**src/rtl/cfb_pkg.sv**
```systemverilog
package cfb_pkg;
    localparam int WORD_W = 32;
    localparam int BLK_W  = 2 * WORD_W;
    localparam int NWORDS = 4;
    localparam int IDX_W  = $clog2(NWORDS);

    typedef logic [WORD_W-1:0] word_t;
    typedef logic [BLK_W-1:0]  blk_t;

    typedef enum logic [2:0] {
        ST_IDLE,
        ST_CALL,
        ST_WAIT,
        ST_W0,
        ST_W1,
        ST_FIN
    } seq_st_e;

    // Keystream word for position lo within a half: 0 -> upper bits
    function automatic word_t ks_pick(input blk_t ks, input logic lo);
        return lo ? ks[WORD_W-1:0] : ks[BLK_W-1:WORD_W];
    endfunction
endpackage

```
**src/rtl/cfb_fsm.sv**
```systemverilog
module cfb_fsm
    import cfb_pkg::*;
#(
    parameter int GROUP_W = 16
) (
    input  logic               clk,
    input  logic               rst,
    input  logic               cfg_load_i,
    input  logic [GROUP_W-1:0] cfg_groups_i,
    input  logic               src_valid_i,
    input  logic               res_ready_i,
    input  logic               blk_done_i,
    output logic               load_acc_o,
    output logic               xfer_o,
    output logic               word_phase_o,
    output logic               word_sel_o,
    output logic               half_o,
    output logic               ks_cap_o,
    output logic               wait_o,
    output logic               blk_start_o,
    output logic               busy_o,
    output logic               done_o
);
    seq_st_e            st_q;
    logic               half_q;
    logic [GROUP_W-1:0] left_q;

    assign busy_o       = (st_q != ST_IDLE) && (st_q != ST_FIN);
    assign done_o       = (st_q == ST_FIN);
    assign load_acc_o   = cfg_load_i && !busy_o;
    assign word_phase_o = (st_q == ST_W0) || (st_q == ST_W1);
    assign word_sel_o   = (st_q == ST_W1);
    assign xfer_o       = word_phase_o && src_valid_i && res_ready_i;
    assign blk_start_o  = (st_q == ST_CALL);
    assign wait_o       = (st_q == ST_WAIT);
    assign ks_cap_o     = wait_o && blk_done_i;
    assign half_o       = half_q;

    always_ff @(posedge clk) begin
        if (rst) begin
            st_q   <= ST_IDLE;
            half_q <= 1'b0;
            left_q <= '0;
        end else begin
            unique case (st_q)
                ST_IDLE, ST_FIN: begin
                    if (cfg_load_i) begin
                        left_q <= cfg_groups_i;
                        half_q <= 1'b0;
                        st_q   <= (cfg_groups_i == '0) ? ST_FIN : ST_CALL;
                    end
                end
                ST_CALL: st_q <= ST_WAIT;
                ST_WAIT: if (blk_done_i) st_q <= ST_W0;
                ST_W0:   if (xfer_o) st_q <= ST_W1;
                ST_W1: begin
                    if (xfer_o) begin
                        if (!half_q) begin
                            half_q <= 1'b1;
                            st_q   <= ST_CALL;
                        end else begin
                            half_q <= 1'b0;
                            left_q <= left_q - 1'b1;
                            st_q   <= (left_q == GROUP_W'(1)) ? ST_FIN : ST_CALL;
                        end
                    end
                end
                default: st_q <= ST_IDLE;
            endcase
        end
    end


    start_pulse_chk: assert property (@(posedge clk) disable iff (rst)
        blk_start_o |=> !blk_start_o);

    start_wait_chk: assert property (@(posedge clk) disable iff (rst)
        (wait_o && !blk_done_i) |=> !blk_start_o);

    zero_grp_chk: assert property (@(posedge clk) disable iff (rst)
        (load_acc_o && cfg_groups_i == '0) |=> done_o);

    done_hold_chk: assert property (@(posedge clk) disable iff (rst)
        (done_o && !cfg_load_i) |=> (done_o && !busy_o));
endmodule

```
**src/rtl/cfb_regs.sv**
```systemverilog
module cfb_regs
    import cfb_pkg::*;
(
    input  logic                     clk,
    input  logic                     rst,
    input  logic                     load_i,
    input  logic [NWORDS*WORD_W-1:0] cfg_iv_i,
    input  logic                     cfg_decrypt_i,
    input  logic                     half_i,
    input  logic                     word_sel_i,
    input  logic                     xfer_i,
    input  logic                     ks_cap_i,
    input  blk_t                     blk_out_i,
    input  word_t                    src_data_i,
    output blk_t                     blk_in_o,
    output word_t                    res_data_o
);
    word_t            iv_q [NWORDS];
    blk_t             ks_q;
    logic             dec_q;
    logic [IDX_W-1:0] wr_idx;
    word_t            fb_word;

    assign wr_idx     = {half_i, word_sel_i};
    assign res_data_o = ks_pick(ks_q, word_sel_i) ^ src_data_i;
    assign fb_word    = dec_q ? src_data_i : res_data_o;
    assign blk_in_o   = {iv_q[{half_i, 1'b0}], iv_q[{half_i, 1'b1}]};

    always_ff @(posedge clk) begin
        if (rst) begin
            ks_q  <= '0;
            dec_q <= 1'b0;
        end else begin
            if (load_i)   dec_q <= cfg_decrypt_i;
            if (ks_cap_i) ks_q  <= blk_out_i;
        end
    end

    for (genvar g = 0; g < NWORDS; g++) begin : g_iv
        always_ff @(posedge clk) begin
            if (rst)
                iv_q[g] <= '0;
            else if (load_i)
                iv_q[g] <= cfg_iv_i[(NWORDS-1-g)*WORD_W +: WORD_W];
            else if (xfer_i && wr_idx == IDX_W'(g))
                iv_q[g] <= fb_word;
        end
    end


    enc_fb_chk: assert property (@(posedge clk) disable iff (rst)
        (xfer_i && !dec_q) |=> iv_q[$past(wr_idx)] == $past(res_data_o));

    dec_fb_chk: assert property (@(posedge clk) disable iff (rst)
        (xfer_i && dec_q) |=> iv_q[$past(wr_idx)] == $past(src_data_i));
endmodule

```
**src/rtl/cfb_dual_seq.sv**
```systemverilog
module cfb_dual_seq
    import cfb_pkg::*;
#(
    parameter int GROUP_W = 16
) (
    input  logic                     clk,
    input  logic                     rst,
    input  logic                     cfg_load_i,
    input  logic                     cfg_decrypt_i,
    input  logic [GROUP_W-1:0]       cfg_groups_i,
    input  logic [NWORDS*WORD_W-1:0] cfg_iv_i,
    input  logic                     src_valid_i,
    output logic                     src_ready_o,
    input  logic [WORD_W-1:0]        src_data_i,
    output logic                     res_valid_o,
    input  logic                     res_ready_i,
    output logic [WORD_W-1:0]        res_data_o,
    output logic                     blk_start_o,
    output logic [BLK_W-1:0]         blk_in_o,
    input  logic [BLK_W-1:0]         blk_out_i,
    input  logic                     blk_done_i,
    output logic                     busy_o,
    output logic                     done_o
);
    logic load_acc, xfer, word_phase, word_sel, half, ks_cap, waiting;

    cfb_fsm #(.GROUP_W(GROUP_W)) u_fsm (
        .clk          (clk),
        .rst          (rst),
        .cfg_load_i   (cfg_load_i),
        .cfg_groups_i (cfg_groups_i),
        .src_valid_i  (src_valid_i),
        .res_ready_i  (res_ready_i),
        .blk_done_i   (blk_done_i),
        .load_acc_o   (load_acc),
        .xfer_o       (xfer),
        .word_phase_o (word_phase),
        .word_sel_o   (word_sel),
        .half_o       (half),
        .ks_cap_o     (ks_cap),
        .wait_o       (waiting),
        .blk_start_o  (blk_start_o),
        .busy_o       (busy_o),
        .done_o       (done_o)
    );

    cfb_regs u_regs (
        .clk           (clk),
        .rst           (rst),
        .load_i        (load_acc),
        .cfg_iv_i      (cfg_iv_i),
        .cfg_decrypt_i (cfg_decrypt_i),
        .half_i        (half),
        .word_sel_i    (word_sel),
        .xfer_i        (xfer),
        .ks_cap_i      (ks_cap),
        .blk_out_i     (blk_out_i),
        .src_data_i    (src_data_i),
        .blk_in_o      (blk_in_o),
        .res_data_o    (res_data_o)
    );

    assign src_ready_o = word_phase && res_ready_i;
    assign res_valid_o = word_phase && src_valid_i;


    blk_stable_chk: assert property (@(posedge clk) disable iff (rst)
        (waiting && !blk_done_i) |=> $stable(blk_in_o));

    pair_xfer_chk: assert property (@(posedge clk) disable iff (rst)
        (src_valid_i && src_ready_o) |-> (res_valid_o && res_ready_i));

    busy_load_chk: assert property (@(posedge clk) disable iff (rst)
        (busy_o && cfg_load_i && !done_o) |=> !done_o || $past(xfer));
endmodule

```
**config.mk**
```make
export PLATFORM = sky130hd
export DESIGN_NAME = cfb_dual_seq
export DESIGN_NICKNAME = d
export VERILOG_FILES = /design/src/rtl/cfb_pkg.sv /design/src/rtl/cfb_fsm.sv /design/src/rtl/cfb_regs.sv /design/src/rtl/cfb_dual_seq.sv
export SDC_FILE = /design/constraint.sdc
export NUM_CORES = 1
export LEC_CHECK = 0
export CORE_ASPECT_RATIO = 1.1
export CORE_UTILIZATION = 50
export CTS_CLUSTER_DIAMETER = 50
export DETAILED_ROUTE_END_ITERATION = 10
export DONT_BUFFER_PORTS = 1
export GPL_TIMING_DRIVEN = 0
export PLACE_DENSITY = 0.77
export SYNTH_ARGS = -nofsm -noshare
export SYNTH_HDL_FRONTEND = slang
export SYNTH_HIERARCHICAL = 1
export SYNTH_SLANG_ARGS = --single-unit
```
**constraint.sdc**
```tcl
create_clock -name clk -period 11.5 [get_ports clk]
set_input_delay 1.15 -clock clk [delete_from_list [all_inputs] [get_ports clk]]
set_output_delay 1.15 -clock clk [all_outputs]
set_load 0.03 [all_outputs]
```
Word-level counts from Yosys, hierarchy flattened
Memory sizes are Yosys's and may differ from the RTL's. A register that Yosys moved wholly into a read port is not among the register bits.
Index checks and enable logic that the tools add are counted.

cells by class
  add/sub/neg operators = 1
  equality and inequality tests = 15
  muxes and demuxes = 51
  bitwise logic cells = 9
  reduce and logical (&&, ||, !) cells = 21

operator list
  operator                 count
  $mux W32                 10
  $mux W16                 3
  $pmux W16 S2             1
  $xor A32 B32 Y32         1
  $mux W1                  24
  $mux W3                  7
  $eq A16 B1 Y1 const B    1
  $logic_not A16 Y1        1
  $sub A16 B1 Y16 const B  1
  $pmux W3 S5              1
  $logic_and A1 B1 Y1      10
  $mux W2                  4
  $ne A2 B2 Y1 const B     4
  $or A1 B1 Y1             8
  $reduce_and A4 Y1        2
  $eq A3 B2 Y1 const B     2
  $eq A3 B3 Y1 const B     2
  $eq A2 B2 Y1 const B     2
  $eq A3 B1 Y1 const B     1
  $logic_not A3 Y1         1
  $ne A3 B3 Y1 const B     1
  $reduce_and A3 Y1        1
  $reduce_bool A3 Y1       1
  $eq A2 B1 Y1 const B     1
  7 further kinds          7

word-level totals
  bits in registers = 85
  RAM bits = 128
  input port bits = 247
  output and inout port bits = 101
  logic and storage cells = 103
  memories kept = 1

memories
  name         words  bits a word  read ports  clocked after memory_dff  wr ports  line            RTL
  u_regs.iv_q  4      32           2           2                         4         cfb_regs.sv:18  word_t iv_q [NWORDS];

Depth between registers and ports, before layout
Gate-level depths: netlist of run 1.

  word-level depth = 10
  mapped depth = 12
  depth with buffers taken out = 6

Hierarchy
Netlist of run 1, hierarchy kept.

by module, submodules not included
  module        instances  cells an instance  area each (µm²)
  cfb_regs      1          1199               11932.7
  cfb_fsm       1          207                1536.5
  cfb_dual_seq  1          2                  12.5

Worst setup path before layout of run 1
OpenSTA, ideal clock, no wires.

  kind = register to register
  start = register u_fsm.st_q[1]
  end = memory u_regs/iv_q[1][0] in the netlist's numbering (enable)
  setup time = 466 ps
  data arrival time = 4309 ps
  data required time = 11034 ps
  slack = 6725 ps
  cell stages (with the launch flop) = 10
  period minus slack after synthesis = 4775 ps
  cells stage by stage = dfxtp_1 buf_6 or3b_1 buf_6 clkbuf_1 o21ai_0 nor2b_1 or3b_4 clkbuf_1 o21ai_0

RTL lines
  element                   line            RTL
  start: declaration        cfb_fsm.sv:24   seq_st_e st_q;
  start signal: assignment  cfb_fsm.sv:50   st_q <= (cfg_groups_i == '0) ? ST_FIN : ST_CALL;
  start signal: assignment  cfb_fsm.sv:64   st_q <= (left_q == GROUP_W'(1)) ? ST_FIN : ST_CALL;
  end: declaration          cfb_regs.sv:18

Final worst setup path of run 1
  start = register u_fsm.st_q[1]
  end = output port res_data_o[18]

between the ends
  longest elaborated chain between the ends = 3

RTL lines
  element           line                RTL
  $eq A3 B3 Y1      cfb_fsm.sv:32       assign word_sel_o = (st_q == ST_W1);
  net word_sel      cfb_dual_seq.sv:25  logic load_acc, xfer, word_phase, word_sel, half, ks_cap, waiting;
  $mux W32          cfb_pkg.sv:21       return lo ? ks[WORD_W-1:0] : ks[BLK_W-1:WORD_W];
  $xor A32 B32 Y32  cfb_regs.sv:25      assign res_data_o = ks_pick(ks_q, word_sel_i) ^ src_data_i;
  end: declaration  cfb_dual_seq.sv:17  output logic [WORD_W-1:0] res_data_o,

The timed path passes the listed nets, and every way through them passes these cells.

==> run summary, run 1 <==
Die span in x: 158.5 um
First-pass GRT wire length: 75930 um
Critical path launch point type: register
Overall Global Routing Usage: 36.80%
Final HPWL DP: 37790 um
Max IR drop VDD: 0.1222 mV
GRT overflow: 0
Post-synthesis instance total: 1407
Family with the most delay on the worst path: multiplexers
DR iter-0 viols: 1613
Clk buf depth: 3
Area growth, synth to finish: 10.75%
Max-slew headroom: 15.43%
Max-slew violations: 0
Crit. End Element: primary output
NumNets Final: 1690
Pwr dens: 146.9 nW/um^2
Post-CTS Setup Repair Bufs: 0
Cts repair resizes: 0
Buf+Inv Stages, Crit Path: 6
Synthesized net count: 1656
ANT nets after route: 0
Largest net degree at the start of global routing: 33
Worst slew pin tran: 1.233 ns
CP most frequent cell: buf_6
Mean Syn Cell Area: 9.579 um^2
Worst skew pair latency: 0.56 ns
First-pass DRT Iterations: 7
Via-to-Cell Ratio: 7.032
Slowest library cell on the worst path: mux2i_1
Cells along the critical path: buf_6, or3b_1, buf_6, inv_2, buf_6, buf_6, buf_6, mux2i_1, xnor2_1
Routed wire per std cell: 28.44 um
Layout cells sized above 1: 14.49%
Setup-failing EPs final: 0
Final Util: 56.76%
Hold Path Class: reg -> reg
Inserted Clock Buffers: 29
Cell area after synthesis: 13480 um^2
Number of H-tree levels: 1
Status: complete, no violations
Initial Util: 51.25%
Skew final: 0.01538 ns
Die Ht: 174.2 um
Port bufs: 0
Crit Path Class: reg -> out
Core area: 26300 um^2
RSZ-0062 raised after global routing: false
Worst path arrival time: 3.66 ns
Site Rows: 62
Final wirelength: 51710 um
Post-route DRC: 0
Final WS setup: 6.693 ns
Root buf cell: clkbuf_16
Fin cells: 1818
Fin. Hold Viols: 0
Synthesis Warnings: 6
Via count: 12790
P_leak: 5.078 nW
Max_cap viols: 0
Cts-stage hold buffer count: 0
CTS tree: done
Initial antenna violation count: 4
Critical Path Max Stage Delay: 1.01 ns
Worst-path maximum fanout: 10
Fmax: 0.2080 GHz
Crit path required time: 10.35 ns
I/O pins: 348
Commonest non-fill, non-tap cell in the layout: nand2_1
RePlAce Congestion: 0.9685
Min Clock Period, post-route: 4.807 ns
Full die area: 27620 um^2
Reg clk slew, reported paths: 0.06 ns
Vias in the first global route: 12380
Pre-CTS setup slack: 7.357 ns
# placed instances: 1762
Setup Total Neg Slack: 0 ns
Most frequent cells in the layout: nand2_1, nand3_1, o2111ai_1, edfxtp_1, mux2i_1
Period utilisation layout: 41.80%
CTS sink count: 213
-- power breakdown --
group | internal, mW | leakage (nW) | switching, mW | total [mW]
Clock | 0.484 | 0.458 | 0.371 | 0.855
Combinational | 0.109 | 2.55 | 0.317 | 0.426
Sequential | 0.885 | 2.07 | 0.0275 | 0.913
-- through the flow --
step	hold WS (ns)	total power [mW]	instance area [um^2]
after floorplan	0.4580	1.222	13480
after global placement	0.4715	1.329	13920
after detailed placement	0.4819	1.340	14010
after CTS	0.4961	2.182	14920
after global routing	0.5182	2.256	14920
final	0.4954	2.193	14930
-- routing by layer --
| layer | up-vias | global-route usage [%] | part of all wire (%) |
|---|---|---|---|
| li1 | 5525 | - | - |
| met1 | 5981 | 45.26 | 35 |
| met2 | 1076 | 57.47 | 45 |
| met3 | 201 | 12.59 | 14 |
| met4 | 2 | 17.23 | 4.8 |
| met5 | - | 0 | 0.033 |
-- state kept, by name, summed over array words and instances, names as in the netlist --
| register | cells |
|---|---|
| u_fsm/half_o | 1 |
| u_fsm/left_q | 16 |
| u_fsm/st_q | 3 |
| u_regs/dec_q | 1 |
| u_regs/iv_q | 128 |
| u_regs/ks_q | 64 |
-- final cells by class --
type | count | area, um^2
Antenna cell | 3 | 7.507
Buffer | 173 | 779.5
Clock buffer | 35 | 768.2
Clock inverter | 18 | 137.6
Fill cell | 2313 | 11370
Inverter | 11 | 41.29
Multi-Input combinational cell | 1010 | 7139
Sequential cell | 213 | 5545
Tap cell | 352 | 440.4
Timing Repair Buffer | 3 | 67.56
-- worst register-to-register path: stages (launching register included) --
cell and delay, ns:
dfxtp_1 0.30, buf_6 0.13, or3b_1 0.38, buf_6 0.15, clkbuf_1 0.25, o21ai_0 0.23
nor2b_1 0.42, nor3b_1 0.30, buf_2 0.34, buf_1 0.55, nand2_1 0.14, nand2_2 0.73
-- final timing paths --
path                             end             from  cells after the start  slack (ns)
hold / removal       u_regs/ks_q[62]  u_regs/ks_q[62]                      2        0.50
hold reg to reg      u_regs/ks_q[62]  u_regs/ks_q[62]                      2        0.50
setup reg to reg  u_regs/iv_q[0][25]    u_fsm/st_q[1]                     11        7.19
setup / recovery      res_data_o[18]    u_fsm/st_q[1]                      9        6.69
Power figures use the tool's default switching activity.
==> inputs of run 2 (changes only) <==
==> constraint.sdc (replaced) <==
create_clock -name clk -period 4.7 [get_ports clk]
set_input_delay 0.47 -clock clk [delete_from_list [all_inputs] [get_ports clk]]
set_output_delay 0.47 -clock clk [all_outputs]
set_load 0.03 [all_outputs]
==> run summary, run 2 (same netlist as run 1, synthesis figures left out) <==
Status: complete, no violations
Tot Pwr: 5.400 mW
CP most frequent cell: buf_6
Overall Global Routing Usage: 37.39%
Clk buf depth: 3
Site Rows: 62
Crit path required time: 4.86 ns
Largest net degree at the start of global routing: 33
Routed wire per std cell: 28.54 um
Max-slew violations: 0
Cts-stage hold buffer count: 0
Hold Path Class: in -> reg
CP startpoint: u_fsm/st_q[1]
Max-slew headroom: 16.57%
Combinational share of power: 19.3%
Worst-path maximum fanout: 32
Full die area: 27620 um^2
Clock Power Share: 39.4%
Worst slew pin tran: 1.217 ns
Inserted Clock Buffers: 28
Cells along the critical path: buf_6, or3b_1, buf_6, clkbuf_1, o21ai_0, nor2b_1, nor3b_1, buf_2, buf_1, nand2_1, nand2_2
Max IR drop VDD: 0.2504 mV
Fmax: 0.2336 GHz
Post-CTS Setup Repair Bufs: 0
Top Registers: u_regs/iv_q (128), u_regs/ks_q (64), u_fsm/left_q (16)
Period utilisation layout: 91.07%
Final wirelength: 51860 um
Cts repair resizes: 0
Pwr dens: 361.4 nW/um^2
Port bufs: 0
Slowest library cell on the worst path: nand2_2
RePlAce Congestion: 0.9624
Fin cells: 1817
Seq pwr share: 41.4%
Most frequent cells in the layout: nand2_1, nand3_1, o2111ai_1, edfxtp_1, mux2i_1
Post-route DRC: 0
Family with the most delay on the worst path: simple AND/OR/NAND/NOR gates
CTS sink count: 213
Worst path arrival time: 4.44 ns
Die span in x: 158.5 um
Via-to-Cell Ratio: 7.025
Setup-failing EPs final: 0
Root buf cell: clkbuf_16
First-pass DRT Iterations: 6
HP Start: blk_out_i[12]
Initial Util: 51.25%
DR iter-0 viols: 1432
NumNets Final: 1688
Initial antenna violation count: 3
Vias in the first global route: 12550
# placed instances: 1761
Max reg flops: 128
Layout cells sized above 1: 14.31%
Die Ht: 174.2 um
Skew final: 0.01099 ns
Area growth, synth to finish: 10.85%
GRT overflow: 0
Reg clk slew, reported paths: 0.06 ns
I/O pins: 348
Via count: 12770
R2r startpoint: u_fsm/st_q[1]
Min Clock Period, post-route: 4.280 ns
Final HPWL DP: 37880 um
P_leak: 5.074 nW
Fin. Hold Viols: 0
Critical path launch point type: register
Int Pwr: 3.678 mW
Worst skew pair latency: 0.55 ns
P_sw: 1.722 mW
Commonest non-fill, non-tap cell in the layout: nand2_1
ANT nets after route: 0
Number of H-tree levels: 1
Crit Path Class: reg -> reg
Most flops, register: u_regs/iv_q
First-pass GRT wire length: 77090 um
Critical Path Max Stage Delay: 0.77 ns
Max_cap viols: 0
CTS tree: done
RSZ-0062 raised after global routing: false
Crit. End Element: register
Buf+Inv Stages, Crit Path: 5
Core area: 26300 um^2
Switching share of total power: 31.89%
-- run 2: cell types whose count changed in the layout (fill, tap and decap cells not counted), moves of 2 or more --
cell       delta
clkbuf_16     +2
clkinv_4      -3
inv_6         +2
clkbuf_2      -2
-- run 2: final cells by class --
class                           instances  area (um^2)
Multi-Input combinational cell       1010         7139
Sequential cell                       213         5545
Antenna cell                            4        10.01
Fill cell                            2351        11360
Timing Repair Buffer                    2        47.55
Clock buffer                           36        818.3
Buffer                                173        779.5
Clock inverter                         16        118.9
Inverter                               11        41.29
Tap cell                              352        440.4
-- run 2: per-layer routing --
metal,part of all wire [%],track usage (%),vias to the layer above
met5,0.025,0,-
met1,35,45.59,5967
li1,-,-,5521
met2,44,56.89,1045
met4,6.3,21.55,2
met3,14,12.94,230
-- run 2: power by group through the flow --
stage               Clock [mW]  Combinational (mW)  Sequential [mW]
floorplan                    0               0.743             2.25
global placement             0               0.986             2.27
detailed placement           0                1.01             2.27
CTS                       2.13                1.02             2.23
global route              2.21                1.09             2.25
finish                    2.13                1.04             2.23
-- run 2: metrics by stage --
stage                     setup WS [ns]  instance area, um^2  hold slack, ns  utilization (%)  TNS [ns]
after floorplan                 0.04426                13480          0.4580                -         0
after global placement           -2.686                13920          0.4714            52.93   -115.49
after detailed placement         0.5572                13990          0.4800            53.21         0
after CTS                        0.5344                14930         0.06726            56.78         0
after global routing             0.4006                14940         0.07441            56.79         0
final                            0.4199                14940         0.07173            56.81         0
-- run 2: worst register-to-register path, delay by kind of cell (launching register included) --
family          cells  cell delay (ns)
flops               1             0.30
simple gates        5             1.97
buf+inv             5             1.40
compound gates      1             0.21
-- run 2: path summary, 6_finish.rpt --
check / endpoint / slack, ns / cells past startpoint
worst max-delay path: u_regs/iv_q[0][25] / 0.42 / 11
worst min-delay path: u_regs/ks_q[12] / 0.07 / 2
worst max register to register: u_regs/iv_q[0][25] / 0.42 / 11
worst min register to register: u_regs/ks_q[37] / 0.49 / 2
==> inputs of run 3 (changes only) <==
--- a/config.mk
+++ b/config.mk
@@ -11,8 +11,9 @@
 export DETAILED_ROUTE_END_ITERATION = 10
 export DONT_BUFFER_PORTS = 1
 export GPL_TIMING_DRIVEN = 0
-export PLACE_DENSITY = 0.77
+export PLACE_DENSITY = 0.8
 export SYNTH_ARGS = -nofsm -noshare
 export SYNTH_HDL_FRONTEND = slang
 export SYNTH_HIERARCHICAL = 1
 export SYNTH_SLANG_ARGS = --single-unit
+export TNS_END_PERCENT = 1
==> constraint.sdc (replaced) <==
create_clock -name clk -period 3.47 [get_ports clk]
set_input_delay 0.347 -clock clk [delete_from_list [all_inputs] [get_ports clk]]
set_output_delay 0.347 -clock clk [all_outputs]
set_load 0.03 [all_outputs]
==> run summary, run 3 (same netlist as run 1, synthesis figures left out) <==
Full die area: 27620 um^2
Largest net degree at the start of global routing: 22
NumNets Final: 1774
Fin cells: 1904
Clk buf depth: 3
Die span in x: 158.5 um
Worst slew pin tran: 1.007 ns
Routed wire per std cell: 28.60 um
Failing checks: setup timing
Site Rows: 62
CTS tree: done
Pwr dens: 456.0 nW/um^2
P_leak: 5.669 nW
Overall Global Routing Usage: 38.24%
Initial Util: 51.25%
Vias in the first global route: 13240
Final HPWL DP: 38090 um
Max-slew headroom: 32.36%
Pre-CTS setup slack: -0.6721 ns
I/O pins: 348
Worst skew pair latency: 0.55 ns
First-pass DRT Iterations: 10
GRT overflow: 0
Most flops, register: u_regs/iv_q
Top Registers: u_regs/iv_q (128), u_regs/ks_q (64), u_fsm/left_q (16)
Hold Path Class: in -> reg
DR iter-0 viols: 1728
Fill cell count: 2086
RSZ-0062 raised after global routing: true
Reg clk slew, reported paths: 0.06 ns
Inserted Clock Buffers: 26
Port bufs: 0
Die Ht: 174.2 um
Max IR drop VDD: 0.3698 mV
RePlAce Congestion: 0.9594
Max_cap viols: 0
Area growth, synth to finish: 21.79%
Critical path launch point type: register
Fin Hold WS: 0.001639 ns
Crit path required time: 3.87 ns
Final WS setup: -0.01706 ns
CTS sink count: 213
Skew final: 0.01477 ns
Initial antenna violation count: 7
Post-route DRC: 0
Worst-path maximum fanout: 10
Commonest non-fill, non-tap cell in the layout: nand2_1
Number of H-tree levels: 1
Via count: 13430
Min Clock Period, post-route: 3.487 ns
Max-slew violations: 0
Worst path arrival time: 3.89 ns
Layout cells sized above 1: 17.35%
Fmax: 0.2868 GHz
Setup-failing EPs final: 3
Status: finished with violations
Crit. End Element: register
Fin. Hold Viols: 0
Crit Path Class: reg -> reg
First-pass GRT wire length: 79280 um
Setup Total Neg Slack: -0.03509 ns
Max reg flops: 128
Via-to-Cell Ratio: 7.053
Core area: 26300 um^2
Period utilisation layout: 100.5%
Most frequent cells in the layout: nand2_1, nand3_1, o2111ai_1, edfxtp_1, clkbuf_1
ANT nets after route: 0
# placed instances: 1762
Final wirelength: 54460 um
Root buf cell: clkbuf_16
## run 3: changes by cell type in the layout (fill, tap and decap cells not counted), sizes merged
cell,previous run,this run
diode,4,7
buf,82,84
clkinvlp,2,1
clkinv,8,3
nand2,152,153
bufinv,0,1
dlygate4sd3,0,85
inv,17,13
clkbuf,129,134
## run 3: stage by stage
stage	cell area (um^2)	util [%]	power (mW)
after floorplan	13480	-	4.047
after global placement	13920	52.94	4.405
after detailed placement	14020	53.32	4.446
after CTS	15940	60.62	7.378
after global routing	16400	62.37	7.667
final	16410	62.42	7.484
## run 3: layout make-up
cell class	count	area [um^2]	share of cell area [%]
Inverter	11	41.29	0.2515
Sequential cell	213	5547	33.79
Timing Repair Buffer	90	965.9	5.885
Multi-Input combinational cell	1011	7701	46.92
Tap cell	352	440.4	2.683
Clock buffer	41	833.3	5.077
Clock inverter	7	67.56	0.4116
Antenna cell	7	17.52	0.1067
Buffer	172	800.8	4.878
## run 3: where the power goes
group          switching [mW]  internal [mW]
sequential              0.105           2.93
clock                    1.14           1.73
combinational            1.11          0.470
## run 3: worst paths after layout
path                                       from            endpoint  slack (ns)  cells past startpoint
worst max-delay path              u_fsm/st_q[2]  u_regs/iv_q[1][38]       -0.02                     11
worst min-delay path              cfg_iv_i[117]  u_regs/iv_q[0][21]       0.002                      2
worst max register to register    u_fsm/st_q[2]  u_regs/iv_q[1][38]       -0.02                     11
worst min register to register  u_fsm/left_q[1]     u_fsm/left_q[1]        0.50                      2
## run 3: what timing repair did
item / CTS / global route
hold buffers: 85 / 0
setup endpoints to repair: 207 / 189
setup buffers: 2 / 0
endpoints found under the hold margin: 85 / 0
gates cloned: 1 / 0
resized for setup: 34 / 74
pin swaps: 2 / 0
## run 3: worst max-delay path: stages, from the launching register on
cell and delay, ns:
dfxtp_1 0.34, buf_2 0.22, xnor2_1 0.16, nor2b_1 0.29, and2_1 0.19, clkbuf_1 0.27, buf_2 0.32, nor2b_1 0.20
clkbuf_1 0.46, buf_1 0.54, nand2_1 0.20, nand3_1 0.14
## run 3: per-layer routing
layer | global-route usage, % | vias up | part of all wire (%)
met3 | 11.34 | 288 | 14
met4 | 24.76 | 6 | 6.7
met2 | 59.21 | 1138 | 45
met5 | 0 | - | 0.083
li1 | - | 5706 | -
met1 | 45.87 | 6291 | 34
